### config.mk
export PLATFORM = sky130hd
export DESIGN_NAME = pvic_top
export DESIGN_NICKNAME = d
export VERILOG_FILES = /design/src/rtl/pvic_pkg.sv /design/src/rtl/pvic_regs.sv /design/src/rtl/pvic_arbiter.sv /design/src/rtl/pvic_vecgen.sv /design/src/rtl/pvic_top.sv
export SDC_FILE = /design/constraint.sdc
export NUM_CORES = 1
export LEC_CHECK = 0
export ABC_AREA = 1
export BUFFER_PORTS_ARGS = -buffer_cell sky130_fd_sc_hd__buf_2
export CORE_ASPECT_RATIO = 1.5
export CORE_MARGIN = 1.5
export CORE_UTILIZATION = 35
export DETAILED_ROUTE_END_ITERATION = 16
export HOLD_SLACK_MARGIN = 0.15
export SLEW_MARGIN = 0
export SYNTH_ARGS = -nofsm -noshare
export SYNTH_HDL_FRONTEND = slang
export SYNTH_SLANG_ARGS = --single-unit
### constraint.sdc
create_clock -name clk -period 23.6 [get_ports clk]
set_clock_uncertainty 0.05 [all_clocks]
set_input_delay 3.54 -clock clk [delete_from_list [all_inputs] [get_ports clk]]
set_output_delay 3.54 -clock clk [all_outputs]
set_load 0.1 [all_outputs]
### src/rtl/pvic_pkg.sv
package pvic_pkg;
  typedef enum logic [1:0] {
    OP_CFG  = 2'd0,
    OP_SETP = 2'd1,
    OP_CLRP = 2'd2,
    OP_CTRL = 2'd3
  } wr_op_e;
endpackage

### src/rtl/pvic_regs.sv
module pvic_regs
  import pvic_pkg::*;
#(
  parameter int NUM_SRC    = 21,
  parameter int NUM_TRAP   = 4,
  parameter int TRAP_SLOTS = 8,
  parameter int PRIO_W     = 3,
  parameter int VEC_W      = 7,
  parameter int DATA_W     = 16,
  parameter int ALT_BIT    = 15,
  localparam int IDX_W     = $clog2(NUM_SRC)
) (
  input  logic                            clk,
  input  logic                            rst_n,
  input  logic [NUM_SRC-1:0]              src_req,
  input  logic [NUM_TRAP-1:0]             trap_req,
  input  logic                            wr_en,
  input  logic [1:0]                      wr_op,
  input  logic [IDX_W-1:0]                wr_idx,
  input  logic [DATA_W-1:0]               wr_data,
  input  logic                            ack,
  input  logic                            ack_live,
  input  logic [VEC_W-1:0]                ack_vec,
  output logic [NUM_SRC-1:0]              src_pend,
  output logic [NUM_TRAP-1:0]             trap_pend,
  output logic [NUM_SRC-1:0]              src_en,
  output logic [NUM_SRC-1:0][PRIO_W-1:0]  src_prio,
  output logic                            alt_sel
);
  wr_op_e              op;
  logic                idx_ok;
  logic [NUM_SRC-1:0]  sel, sw_set, sw_clr, cfg_we, src_ack;
  logic [NUM_TRAP-1:0] trap_ack;
  logic [NUM_SRC-1:0]  src_pend_d;
  logic [NUM_TRAP-1:0] trap_pend_d;
  logic                ctrl_we;

  always_comb begin
    op      = wr_op_e'(wr_op);
    idx_ok  = int'(wr_idx) < NUM_SRC;
    ctrl_we = wr_en && (op == OP_CTRL);
    for (int i = 0; i < NUM_SRC; i++) begin
      sel[i]     = wr_en && idx_ok && (wr_idx == IDX_W'(i));
      sw_set[i]  = sel[i] && (op == OP_SETP);
      sw_clr[i]  = sel[i] && (op == OP_CLRP);
      cfg_we[i]  = sel[i] && (op == OP_CFG);
      src_ack[i] = ack && ack_live && (ack_vec == VEC_W'(TRAP_SLOTS + i));
    end
    for (int t = 0; t < NUM_TRAP; t++) begin
      trap_ack[t] = ack && ack_live && (ack_vec == VEC_W'(t));
    end
    // new requests take precedence over clears in the same cycle
    src_pend_d  = (src_pend & ~(src_ack | sw_clr)) | src_req | sw_set;
    trap_pend_d = (trap_pend & ~trap_ack) | trap_req;
  end

  always_ff @(posedge clk or negedge rst_n) begin
    if (!rst_n) begin
      src_pend  <= '0;
      trap_pend <= '0;
      alt_sel   <= 1'b0;
    end else begin
      src_pend  <= src_pend_d;
      trap_pend <= trap_pend_d;
      if (ctrl_we) alt_sel <= wr_data[ALT_BIT];
    end
  end

  for (genvar g = 0; g < NUM_SRC; g++) begin : g_cfg
    always_ff @(posedge clk or negedge rst_n) begin
      if (!rst_n) begin
        src_en[g]   <= 1'b0;
        src_prio[g] <= '0;
      end else if (cfg_we[g]) begin
        src_en[g]   <= wr_data[PRIO_W];
        src_prio[g] <= wr_data[PRIO_W-1:0];
      end
    end
  end

  // an acknowledged source with no fresh request is no longer pending
  for (genvar g = 0; g < NUM_SRC; g++) begin : g_ack_chk
    p_ack_clears_r9: assert property (@(posedge clk) disable iff (!rst_n)
      (src_ack[g] && !src_req[g] && !sw_set[g]) |=> !src_pend[g]);
  end
endmodule

### src/rtl/pvic_arbiter.sv
module pvic_arbiter #(
  parameter int NUM_SRC    = 21,
  parameter int NUM_TRAP   = 4,
  parameter int TRAP_SLOTS = 8,
  parameter int PRIO_W     = 3,
  parameter int VEC_W      = 7,
  localparam int LVL_W     = PRIO_W + 1,
  localparam int NUM_CAND  = NUM_TRAP + NUM_SRC
) (
  input  logic                           clk,
  input  logic                           rst_n,
  input  logic [NUM_SRC-1:0]             src_pend,
  input  logic [NUM_TRAP-1:0]            trap_pend,
  input  logic [NUM_SRC-1:0]             src_en,
  input  logic [NUM_SRC-1:0][PRIO_W-1:0] src_prio,
  output logic                           win_valid,
  output logic [VEC_W-1:0]               win_vec,
  output logic [LVL_W-1:0]               win_lvl
);
  localparam logic [LVL_W-1:0] TRAP_LVL = LVL_W'(1 << PRIO_W);

  logic [LVL_W-1:0] cand_lvl [NUM_CAND];
  logic [VEC_W-1:0] cand_vec [NUM_CAND];

  for (genvar t = 0; t < NUM_TRAP; t++) begin : g_trap
    assign cand_lvl[t] = trap_pend[t] ? TRAP_LVL : '0;
    assign cand_vec[t] = VEC_W'(t);
  end
  for (genvar s = 0; s < NUM_SRC; s++) begin : g_src
    assign cand_lvl[NUM_TRAP+s] = (src_pend[s] && src_en[s]) ? {1'b0, src_prio[s]} : '0;
    assign cand_vec[NUM_TRAP+s] = VEC_W'(TRAP_SLOTS + s);
  end

  // ascending scan with strict compare: ties keep the lower vector
  always_comb begin
    win_lvl = '0;
    win_vec = '0;
    for (int c = 0; c < NUM_CAND; c++) begin
      if (cand_lvl[c] > win_lvl) begin
        win_lvl = cand_lvl[c];
        win_vec = cand_vec[c];
      end
    end
    win_valid = (win_lvl != '0);
  end

  p_trap_first_r3: assert property (@(posedge clk) disable iff (!rst_n)
    (|trap_pend) |-> (win_valid && (int'(win_vec) < NUM_TRAP)));
endmodule

### src/rtl/pvic_vecgen.sv
module pvic_vecgen #(
  parameter int NUM_SRC      = 21,
  parameter int NUM_TRAP     = 4,
  parameter int TRAP_SLOTS   = 8,
  parameter int PRIO_W       = 3,
  parameter int VEC_W        = 7,
  parameter int ADDR_W       = 24,
  parameter int TABLE_LEN    = 126,
  parameter int TABLE_BASE   = 4,
  parameter int ENTRY_STRIDE = 2,
  localparam int LVL_W       = PRIO_W + 1
) (
  input  logic              clk,
  input  logic              rst_n,
  input  logic              win_valid,
  input  logic [VEC_W-1:0]  win_vec,
  input  logic [LVL_W-1:0]  win_lvl,
  input  logic [PRIO_W-1:0] cpu_level,
  input  logic              alt_sel,
  output logic              irq,
  output logic [VEC_W-1:0]  vec_num,
  output logic [ADDR_W-1:0] vec_addr
);
  localparam logic [ADDR_W-1:0] PRI_BASE = ADDR_W'(TABLE_BASE);
  localparam logic [ADDR_W-1:0] ALT_BASE = ADDR_W'(TABLE_BASE + TABLE_LEN * ENTRY_STRIDE);

  logic              fire;
  logic [ADDR_W-1:0] base, addr_d;
  logic [VEC_W-1:0]  vec_d;

  always_comb begin
    fire   = win_valid && (win_lvl > {1'b0, cpu_level});
    base   = alt_sel ? ALT_BASE : PRI_BASE;
    vec_d  = fire ? win_vec : '0;
    addr_d = fire ? (base + ADDR_W'(win_vec) * ADDR_W'(ENTRY_STRIDE)) : '0;
  end

  always_ff @(posedge clk or negedge rst_n) begin
    if (!rst_n) begin
      irq      <= 1'b0;
      vec_num  <= '0;
      vec_addr <= '0;
    end else begin
      irq      <= fire;
      vec_num  <= vec_d;
      vec_addr <= addr_d;
    end
  end

  p_level_gate_r5: assert property (@(posedge clk) disable iff (!rst_n)
    irq |-> ($past(win_lvl) > {1'b0, $past(cpu_level)}));
  p_vec_range_r4: assert property (@(posedge clk) disable iff (!rst_n)
    irq |-> ((int'(vec_num) < NUM_TRAP) ||
             ((int'(vec_num) >= TRAP_SLOTS) && (int'(vec_num) < TRAP_SLOTS + NUM_SRC))));
  p_addr_even_r6: assert property (@(posedge clk) disable iff (!rst_n)
    irq |-> (vec_addr[0] == 1'b0));
  p_alt_region_r7: assert property (@(posedge clk) disable iff (!rst_n)
    irq |-> ((vec_addr >= ALT_BASE) == $past(alt_sel)));
  p_idle_zero_r5: assert property (@(posedge clk) disable iff (!rst_n)
    !irq |-> (vec_num == '0 && vec_addr == '0));
endmodule

### src/rtl/pvic_top.sv
module pvic_top #(
  parameter int NUM_SRC      = 21,
  parameter int NUM_TRAP     = 4,
  parameter int TRAP_SLOTS   = 8,
  parameter int PRIO_W       = 3,
  parameter int VEC_W        = 7,
  parameter int ADDR_W       = 24,
  parameter int DATA_W       = 16,
  parameter int ALT_BIT      = 15,
  parameter int TABLE_LEN    = 126,
  parameter int TABLE_BASE   = 4,
  parameter int ENTRY_STRIDE = 2,
  localparam int IDX_W       = $clog2(NUM_SRC),
  localparam int LVL_W       = PRIO_W + 1
) (
  input  logic                clk,
  input  logic                rst_n,
  input  logic [NUM_SRC-1:0]  src_req,
  input  logic [NUM_TRAP-1:0] trap_req,
  input  logic [PRIO_W-1:0]   cpu_level,
  input  logic                wr_en,
  input  logic [1:0]          wr_op,
  input  logic [IDX_W-1:0]    wr_idx,
  input  logic [DATA_W-1:0]   wr_data,
  input  logic                ack,
  output logic                irq,
  output logic [VEC_W-1:0]    vec_num,
  output logic [ADDR_W-1:0]   vec_addr
);
  logic [NUM_SRC-1:0]             src_pend, src_en;
  logic [NUM_SRC-1:0][PRIO_W-1:0] src_prio;
  logic [NUM_TRAP-1:0]            trap_pend;
  logic                           alt_sel;
  logic                           win_valid;
  logic [VEC_W-1:0]               win_vec;
  logic [LVL_W-1:0]               win_lvl;

  pvic_regs #(
    .NUM_SRC(NUM_SRC), .NUM_TRAP(NUM_TRAP), .TRAP_SLOTS(TRAP_SLOTS), .PRIO_W(PRIO_W),
    .VEC_W(VEC_W), .DATA_W(DATA_W), .ALT_BIT(ALT_BIT)
  ) u_regs (
    .clk(clk), .rst_n(rst_n), .src_req(src_req), .trap_req(trap_req),
    .wr_en(wr_en), .wr_op(wr_op), .wr_idx(wr_idx), .wr_data(wr_data),
    .ack(ack), .ack_live(irq), .ack_vec(vec_num),
    .src_pend(src_pend), .trap_pend(trap_pend), .src_en(src_en),
    .src_prio(src_prio), .alt_sel(alt_sel)
  );

  pvic_arbiter #(
    .NUM_SRC(NUM_SRC), .NUM_TRAP(NUM_TRAP), .TRAP_SLOTS(TRAP_SLOTS),
    .PRIO_W(PRIO_W), .VEC_W(VEC_W)
  ) u_arb (
    .clk(clk), .rst_n(rst_n), .src_pend(src_pend), .trap_pend(trap_pend),
    .src_en(src_en), .src_prio(src_prio),
    .win_valid(win_valid), .win_vec(win_vec), .win_lvl(win_lvl)
  );

  pvic_vecgen #(
    .NUM_SRC(NUM_SRC), .NUM_TRAP(NUM_TRAP), .TRAP_SLOTS(TRAP_SLOTS), .PRIO_W(PRIO_W),
    .VEC_W(VEC_W), .ADDR_W(ADDR_W), .TABLE_LEN(TABLE_LEN), .TABLE_BASE(TABLE_BASE),
    .ENTRY_STRIDE(ENTRY_STRIDE)
  ) u_vec (
    .clk(clk), .rst_n(rst_n), .win_valid(win_valid), .win_vec(win_vec),
    .win_lvl(win_lvl), .cpu_level(cpu_level), .alt_sel(alt_sel),
    .irq(irq), .vec_num(vec_num), .vec_addr(vec_addr)
  );
endmodule

==> results of run 1 <==
==> where the power goes <==
group	leakage (nW)	total [mW]	switching (mW)	internal, mW
registers	1.53	0.231	0.00812	0.222
clock network	0.270	0.249	0.101	0.148
logic	3.51	0.0735	0.0564	0.0171
==> layout make-up <==
class                      count  area share
multi-input combinational    864       0.515
sequential                   122       0.258
timing repair buffer         167      0.0968
inverter                     153      0.0497
clock buffer                  19      0.0374
tap                          319      0.0337
clock inverter                13      0.0101
==> logic make-up after synthesis <==
| kind of cell | Yosys count | share of synthesized area |
|---|---|---|
| and+or+nand+nor | 565 | 0.295 |
| AOI/OAI and AO/OA | 212 | 0.144 |
| buffers and inverters | 198 | 0.0996 |
| DFF | 122 | 0.363 |
| adders and majority gates | 65 | 0.0966 |
| xor gates and xnor gates | 2 | 0.00208 |
| other | 1 | 0.000445 |
==> flip-flops by register name, summed over array words and instances, names as in the netlist <==
name	count
u_regs.alt_sel	1
u_regs.src_prio	63
u_regs.trap_pend	4
u_vec.vec_addr	6
u_vec.irq	1
u_regs.src_pend	21
u_regs.src_en	21
u_vec.vec_num	5
==> final timing paths <==
| check | from | end | depth (start not counted) |
|---|---|---|---|
| min | u_regs.src_prio[17] | u_regs.src_prio[17] | 2 |
| min reg2reg | u_regs.src_prio[17] | u_regs.src_prio[17] | 2 |
| max reg2reg | u_regs.trap_pend[3] | u_vec.vec_num[4] | 171 |
| max in group asynchronous | rst_n | u_regs.src_prio[33] | 2 |
| max | u_regs.trap_pend[3] | u_vec.vec_num[4] | 171 |
| min in group asynchronous | rst_n | u_regs.src_prio[57] | 1 |
==> layer usage <==
layer,GRT usage,up-vias,part of all wire
li1,-,4127,-
met4,0.0650,0,0.026
met1,0.229,4063,0.37
met2,0.398,211,0.56
met3,0.0229,55,0.038
met5,0,-,0
==> repair_timing <==
item | 4_1_cts | 5_1_grt
buffers inserted | 15 | 58
setup endpoints to repair | 12 | 12
cloned | 1 | 0
endpoints found under the hold margin | 0 | 0
pin swaps | 4 | 152
gates resized for setup | 20 | 330
==> placed cells by master (no fill, tap or decap), types with 3 or more instances in the layout <==
master and n:
o21ai_1 12, nand2_2 37, o21bai_4 3, nor2_2 20, a31oi_2 10, inv_2 30
a21oi_2 14, conb_1 19, a31oi_1 17, a21oi_1 18, nor2_1 82, nand2_4 16
ha_2 6, buf_2 55, ha_1 20, nor2_4 6, clkinvlp_4 3, nor3_1 4
clkinv_4 4, ha_4 39, clkbuf_16 17, buf_4 106, nand3_4 21, and2_4 16
a31oi_4 6, nand2_1 236, o21bai_1 3, buf_6 5, o21ai_0 91, nand3_1 86
a21o_1 3, dfrtp_1 122, inv_4 6, clkinv_2 3, o21ai_4 4, o21ai_2 21
nand3_2 32, inv_1 117
==> worst register-to-register path, delay by kind of cell, from the launching register on <==
family | cells | cell delay (ns)
AO/OA/AOI/OAI | 55 | 7.63
AND/OR/NAND/NOR | 65 | 6.61
adder cells (fa/ha/maj) | 21 | 5.09
buffers and inverters | 30 | 3.02
flip-flops | 1 | 0.42
==> impl_metrics.py, run 1 <==
metrics = {
    "run_status": {
        "outcome": "finished clean",
    },
    "placement": {
        "place_area_um2": 9190,
        "port_buffers": 56,
        "gp_routability_congestion": 0.853,
        "dp_cells": 1551,
        "dp_slack_ns": -0.742,
        "place_hpwl_um": 18000,
    },
    "drt": {
        "ant_nets": 0,
        "routedWlPerCell_um": 16.4,
        "drt-total-wl_um": 27100,
        "drtIter0Drc": 517,
        "vias": 8456,
        "via_per_inst": 5.10,
        "firstDrtPassIters": 5,
        "route.detailed.drc": 0,
    },
    "global_routing": {
        "antenna_found_initial": 0,
        "grt_max_degree": 66,
        "grt_usage": 0.205,
        "gr-total-overflow": 0,
        "grt_pass1_wl_um": 39300,
        "first_global_vias": 7812,
    },
    "finish": {
        "layout.cells.non_filler": 1657,
        "nFillCells": 2250,
        "multiInputGateArea_um2": 6100,
        "utilization": 0.501,
        "antenna_cells": 0,
        "drive_gt1_frac": 0.368,
        "seqCellArea_um2": 3050,
        "design_area_um2": 11800,
        "fin_nets": 1445,
        "area_delta_synth_final_pct": 40.7,
    },
    "synth": {
        "ys_warn_count": 0,
        "ys_seq_area_frac": 0.363,
        "synth_top_cells_by_area": "dfrtp_1 36%, nand2_1 13%, ha_1 9.7%, nand3_1 7.6%, o21ai_0 7.3%",
        "synthesis.area_um2": 8420,
        "synth_async_sr_flop_share": 1.00,
        "synth-edff-count": 0,
        "synth_top_area_share": 0.363,
        "syn_area_per_cell_um2": 7.23,
        "yosysMostFrequentCell": "nand2_1",
        "yosysUniqueCellTypes": 44,
        "synth_commonest_cells": "283 x nand2_1, 148 x inv_1, 128 x nand3_1",
        "synth_area_leader_cell": "dfrtp_1",
        "synthCells": 1165,
        "synth_seq_cells": 122,
        "ys.flop_type": "dfrtp_1",
    },
    "clocking": {
        "clockBufferDepth": 2,
        "clk_pin_slew_worst_paths_ns": 0.06,
        "cts_num_sinks": 122,
        "cts_root_buf": "clkbuf_16",
        "clkLatencyLatePin_ns": 0.42,
        "htree_levels": 4,
        "hold_buffers": 0,
        "cts_inserted_buffers": 17,
        "cts_tree": "built",
    },
    "critical_path": {
        "cp.arrival_ns": 23.20,
        "worstPathRequired_ns": 23.90,
        "critical_path.top_delay_family": "compound AO/OA/AOI/OAI gates",
        "critPathBufInv": 30,
        "worstSetupPathType": "register to register",
        "cp_common_cell": "ha_4",
        "rrSetupSlack_ns": 0.71,
        "cp-end-kind": "register",
        "crit_slowest_cell": "dfrtp_1",
        "path_max_fanout": 6,
        "start_kind": "register",
        "slowest_delay_ns": 0.42,
    },
    "timing": {
        "slew_violations": 0,
        "max_slew.worst_pin.slew_ns": 1.02,
        "hold_viol": 0,
        "fmax_ghz": 0.0437,
        "tns_ns": 0,
        "period_share": 0.970,
        "fin_ws_ns": 0.708,
        "setup_viol": 0,
        "hold_slack_ns": 0.432,
        "slew_headroom": 0.316,
        "min_period_ns": 22.89,
    },
    "power": {
        "power_mw": 0.553,
        "cellPowerDensity_nw_per_um2": 46.7,
        "p_leak_nw": 5.31,
        "peakVddDrop_uv": 48.5,
    },
    "worst_hold_path": {
        "hold_class": "register to register",
    },
    "die": {
        "initial_core_util": 0.356,
        "die_w_um": 130,
        "num_rows": 69,
        "dieArea_um2": 25000,
        "core_um2": 23700,
        "die_y_um": 193,
        "ios": 87,
    },
    "job": {
        "maxCapViolations": 0,
    },
}
Power figures use the tool's default switching activity.
==> run 2: changes to the inputs <==
Settings changed: REMOVE_ABC_BUFFERS set to 1.
==> impl_metrics.py, run 2 (synthesis gave the netlist of run 1 again) <==
metrics = {
    "finish": {
        "layout_commonest_cell": "nand2_1",
        "utilization": 0.506,
        "area_delta_synth_final_pct": 42.2,
        "final_cell_mix": "231 x nand2_1, 122 x dfrtp_1, 118 x inv_1, 113 x buf_4, 91 x o21ai_0",
        "largest_reg_flops": 63,
        "largest-register": "u_regs.src_prio",
        "drive_gt1_frac": 0.376,
        "antenna_cells": 0,
        "layout.cells.non_filler": 1669,
        "fin_nets": 1457,
        "top_regs": "u_regs.src_prio: 63 flops, u_regs.src_en: 21 flops, u_regs.src_pend: 21 flops",
    },
    "critical_path": {
        "worstSetupPathType": "register to register",
        "cp.arrival_ns": 23.31,
        "cp_common_cell": "ha_4",
        "start_kind": "register",
        "rrSetupSlack_ns": 0.55,
        "worstRegToRegCells": 172,
        "critPathBufInv": 30,
        "r2r-end": "u_vec.vec_num[4]",
        "critical_path.top_delay_family": "compound AO/OA/AOI/OAI gates",
        "timing.rr.start": "u_regs.trap_pend[1]",
        "crit_slowest_cell": "dfrtp_1",
        "worstPathRequired_ns": 23.86,
        "slowest_delay_ns": 0.41,
        "path_max_fanout": 7,
        "cp-end-kind": "register",
    },
    "timing": {
        "period_share": 0.977,
        "setup_viol": 0,
        "min_period_ns": 23.05,
        "slew_headroom": 0.147,
        "hold_viol": 0,
        "rsz0062_at_grt": "true",
        "fmax_ghz": 0.0434,
        "hold_slack_ns": 0.433,
        "max_slew.worst_pin.slew_ns": 1.27,
        "fin_ws_ns": 0.553,
        "slew_violations": 0,
    },
    "worst_hold_path": {
        "hold_depth": 2,
        "min_to": "u_regs.src_prio[8]",
        "worstHoldStart": "u_regs.src_prio[8]",
        "hold_class": "register to register",
    },
    "clocking": {
        "cts_root_buf": "clkbuf_16",
        "htree_levels": 4,
        "cts_num_sinks": 122,
        "clkLatencyLatePin_ns": 0.44,
        "clk_pin_slew_worst_paths_ns": 0.06,
        "cts_tree": "built",
        "cts_inserted_buffers": 17,
        "hold_buffers": 0,
        "clockBufferDepth": 2,
    },
    "die": {
        "dieArea_um2": 25000,
        "die_y_um": 193,
        "initial_core_util": 0.356,
        "die_w_um": 130,
        "num_rows": 69,
        "core_um2": 23700,
        "ios": 87,
    },
    "run_status": {
        "outcome": "finished clean",
    },
    "power": {
        "peakVddDrop_uv": 42.3,
        "cellPowerDensity_nw_per_um2": 47.5,
        "p_leak_nw": 5.41,
        "power_mw": 0.568,
    },
    "drt": {
        "routedWlPerCell_um": 15.9,
        "drt-total-wl_um": 26500,
        "route.detailed.drc": 0,
        "vias": 8370,
        "ant_nets": 0,
        "firstDrtPassIters": 5,
        "wl_met3_um": 1030,
        "wl_met1_um": 10400,
        "wl_met2_um": 14100,
        "drtIter0Drc": 446,
        "top_layer_used": "met4",
        "via_per_inst": 5.01,
    },
    "placement": {
        "port_buffers": 56,
        "dp_slack_ns": -0.601,
        "place_hpwl_um": 17800,
        "dp_cells": 1574,
        "gp_routability_congestion": 0.905,
    },
    "global_routing": {
        "antenna_found_initial": 0,
        "grt_max_degree": 75,
        "grt_pass1_wl_um": 37300,
        "first_global_vias": 7595,
        "gr-total-overflow": 0,
        "grt_usage": 0.198,
    },
    "job": {
        "maxCapViolations": 0,
    },
}
## run 2: cell types whose count changed in the layout (fill, tap and decap cells not counted), sizes merged
cell	before	now
o21bai	6	5
buf	167	180
bufinv	1	2
clkinvlp	3	4
clkinv	7	5
## run 2: timing repair
action / in CTS / in global routing
gates cloned: 0 / 0
endpoints found under the setup margin: 12 / 12
pin swaps: 2 / 147
buffers inserted: 20 / 45
gates resized for setup: 16 / 334
## run 2: worst max path at each step
stage                              startpoint                 to  slack (ns)  depth (start not counted)
after floorplan           u_regs.trap_pend[2]   u_vec.vec_num[4]        1.44                        167
after CTS                 u_regs.trap_pend[1]  u_vec.vec_addr[4]        0.01                        174
final                     u_regs.trap_pend[1]   u_vec.vec_num[4]        0.55                        172
after global routing      u_regs.trap_pend[1]   u_vec.vec_num[4]       -0.82                        175
after detailed placement  u_regs.trap_pend[2]  u_vec.vec_addr[8]       -0.60                        173
after global placement    u_regs.trap_pend[2]  u_vec.vec_addr[8]       -0.15                        172
## run 2: layout make-up
| class | count | area (um2) |
|---|---|---|
| fillers | 2181 | 11700 |
| clock buffers | 19 | 453 |
| flip-flops and latches | 122 | 3050 |
| inverters | 153 | 589 |
| repair buffers | 180 | 1270 |
| clock inverters | 13 | 144 |
| well taps | 319 | 399 |
| multi-input cells | 863 | 6070 |
## run 2: routing by layer
layer / vias up / track usage
met4: 0 / 0.0940
met2: 190 / 0.371
li1: 4150 / -
met3: 65 / 0.0301
met1: 3965 / 0.215
met5: - / 0
## run 2: stage by stage
stage	instance area, um2	setup TNS [ns]
2_1_floorplan	8220	0
3_3_place_gp	9370	-1.51
3_5_place_dp	9370	-6.52
4_1_cts	10200	0
5_1_grt	12000	-9.48
6_report	12000	0
## run 2: report_power, final
group | total [mW] | switching [mW] | internal, mW
clock | 0.265 | 0.104 | 0.161
sequential | 0.230 | 0.00783 | 0.222
combinational | 0.0730 | 0.0556 | 0.0174
## run 2: tightest hold or removal path: stages, from the launching register on
cell     delay [ns]
dfrtp_1        0.34
nand2_1        0.05
o21ai_0        0.06
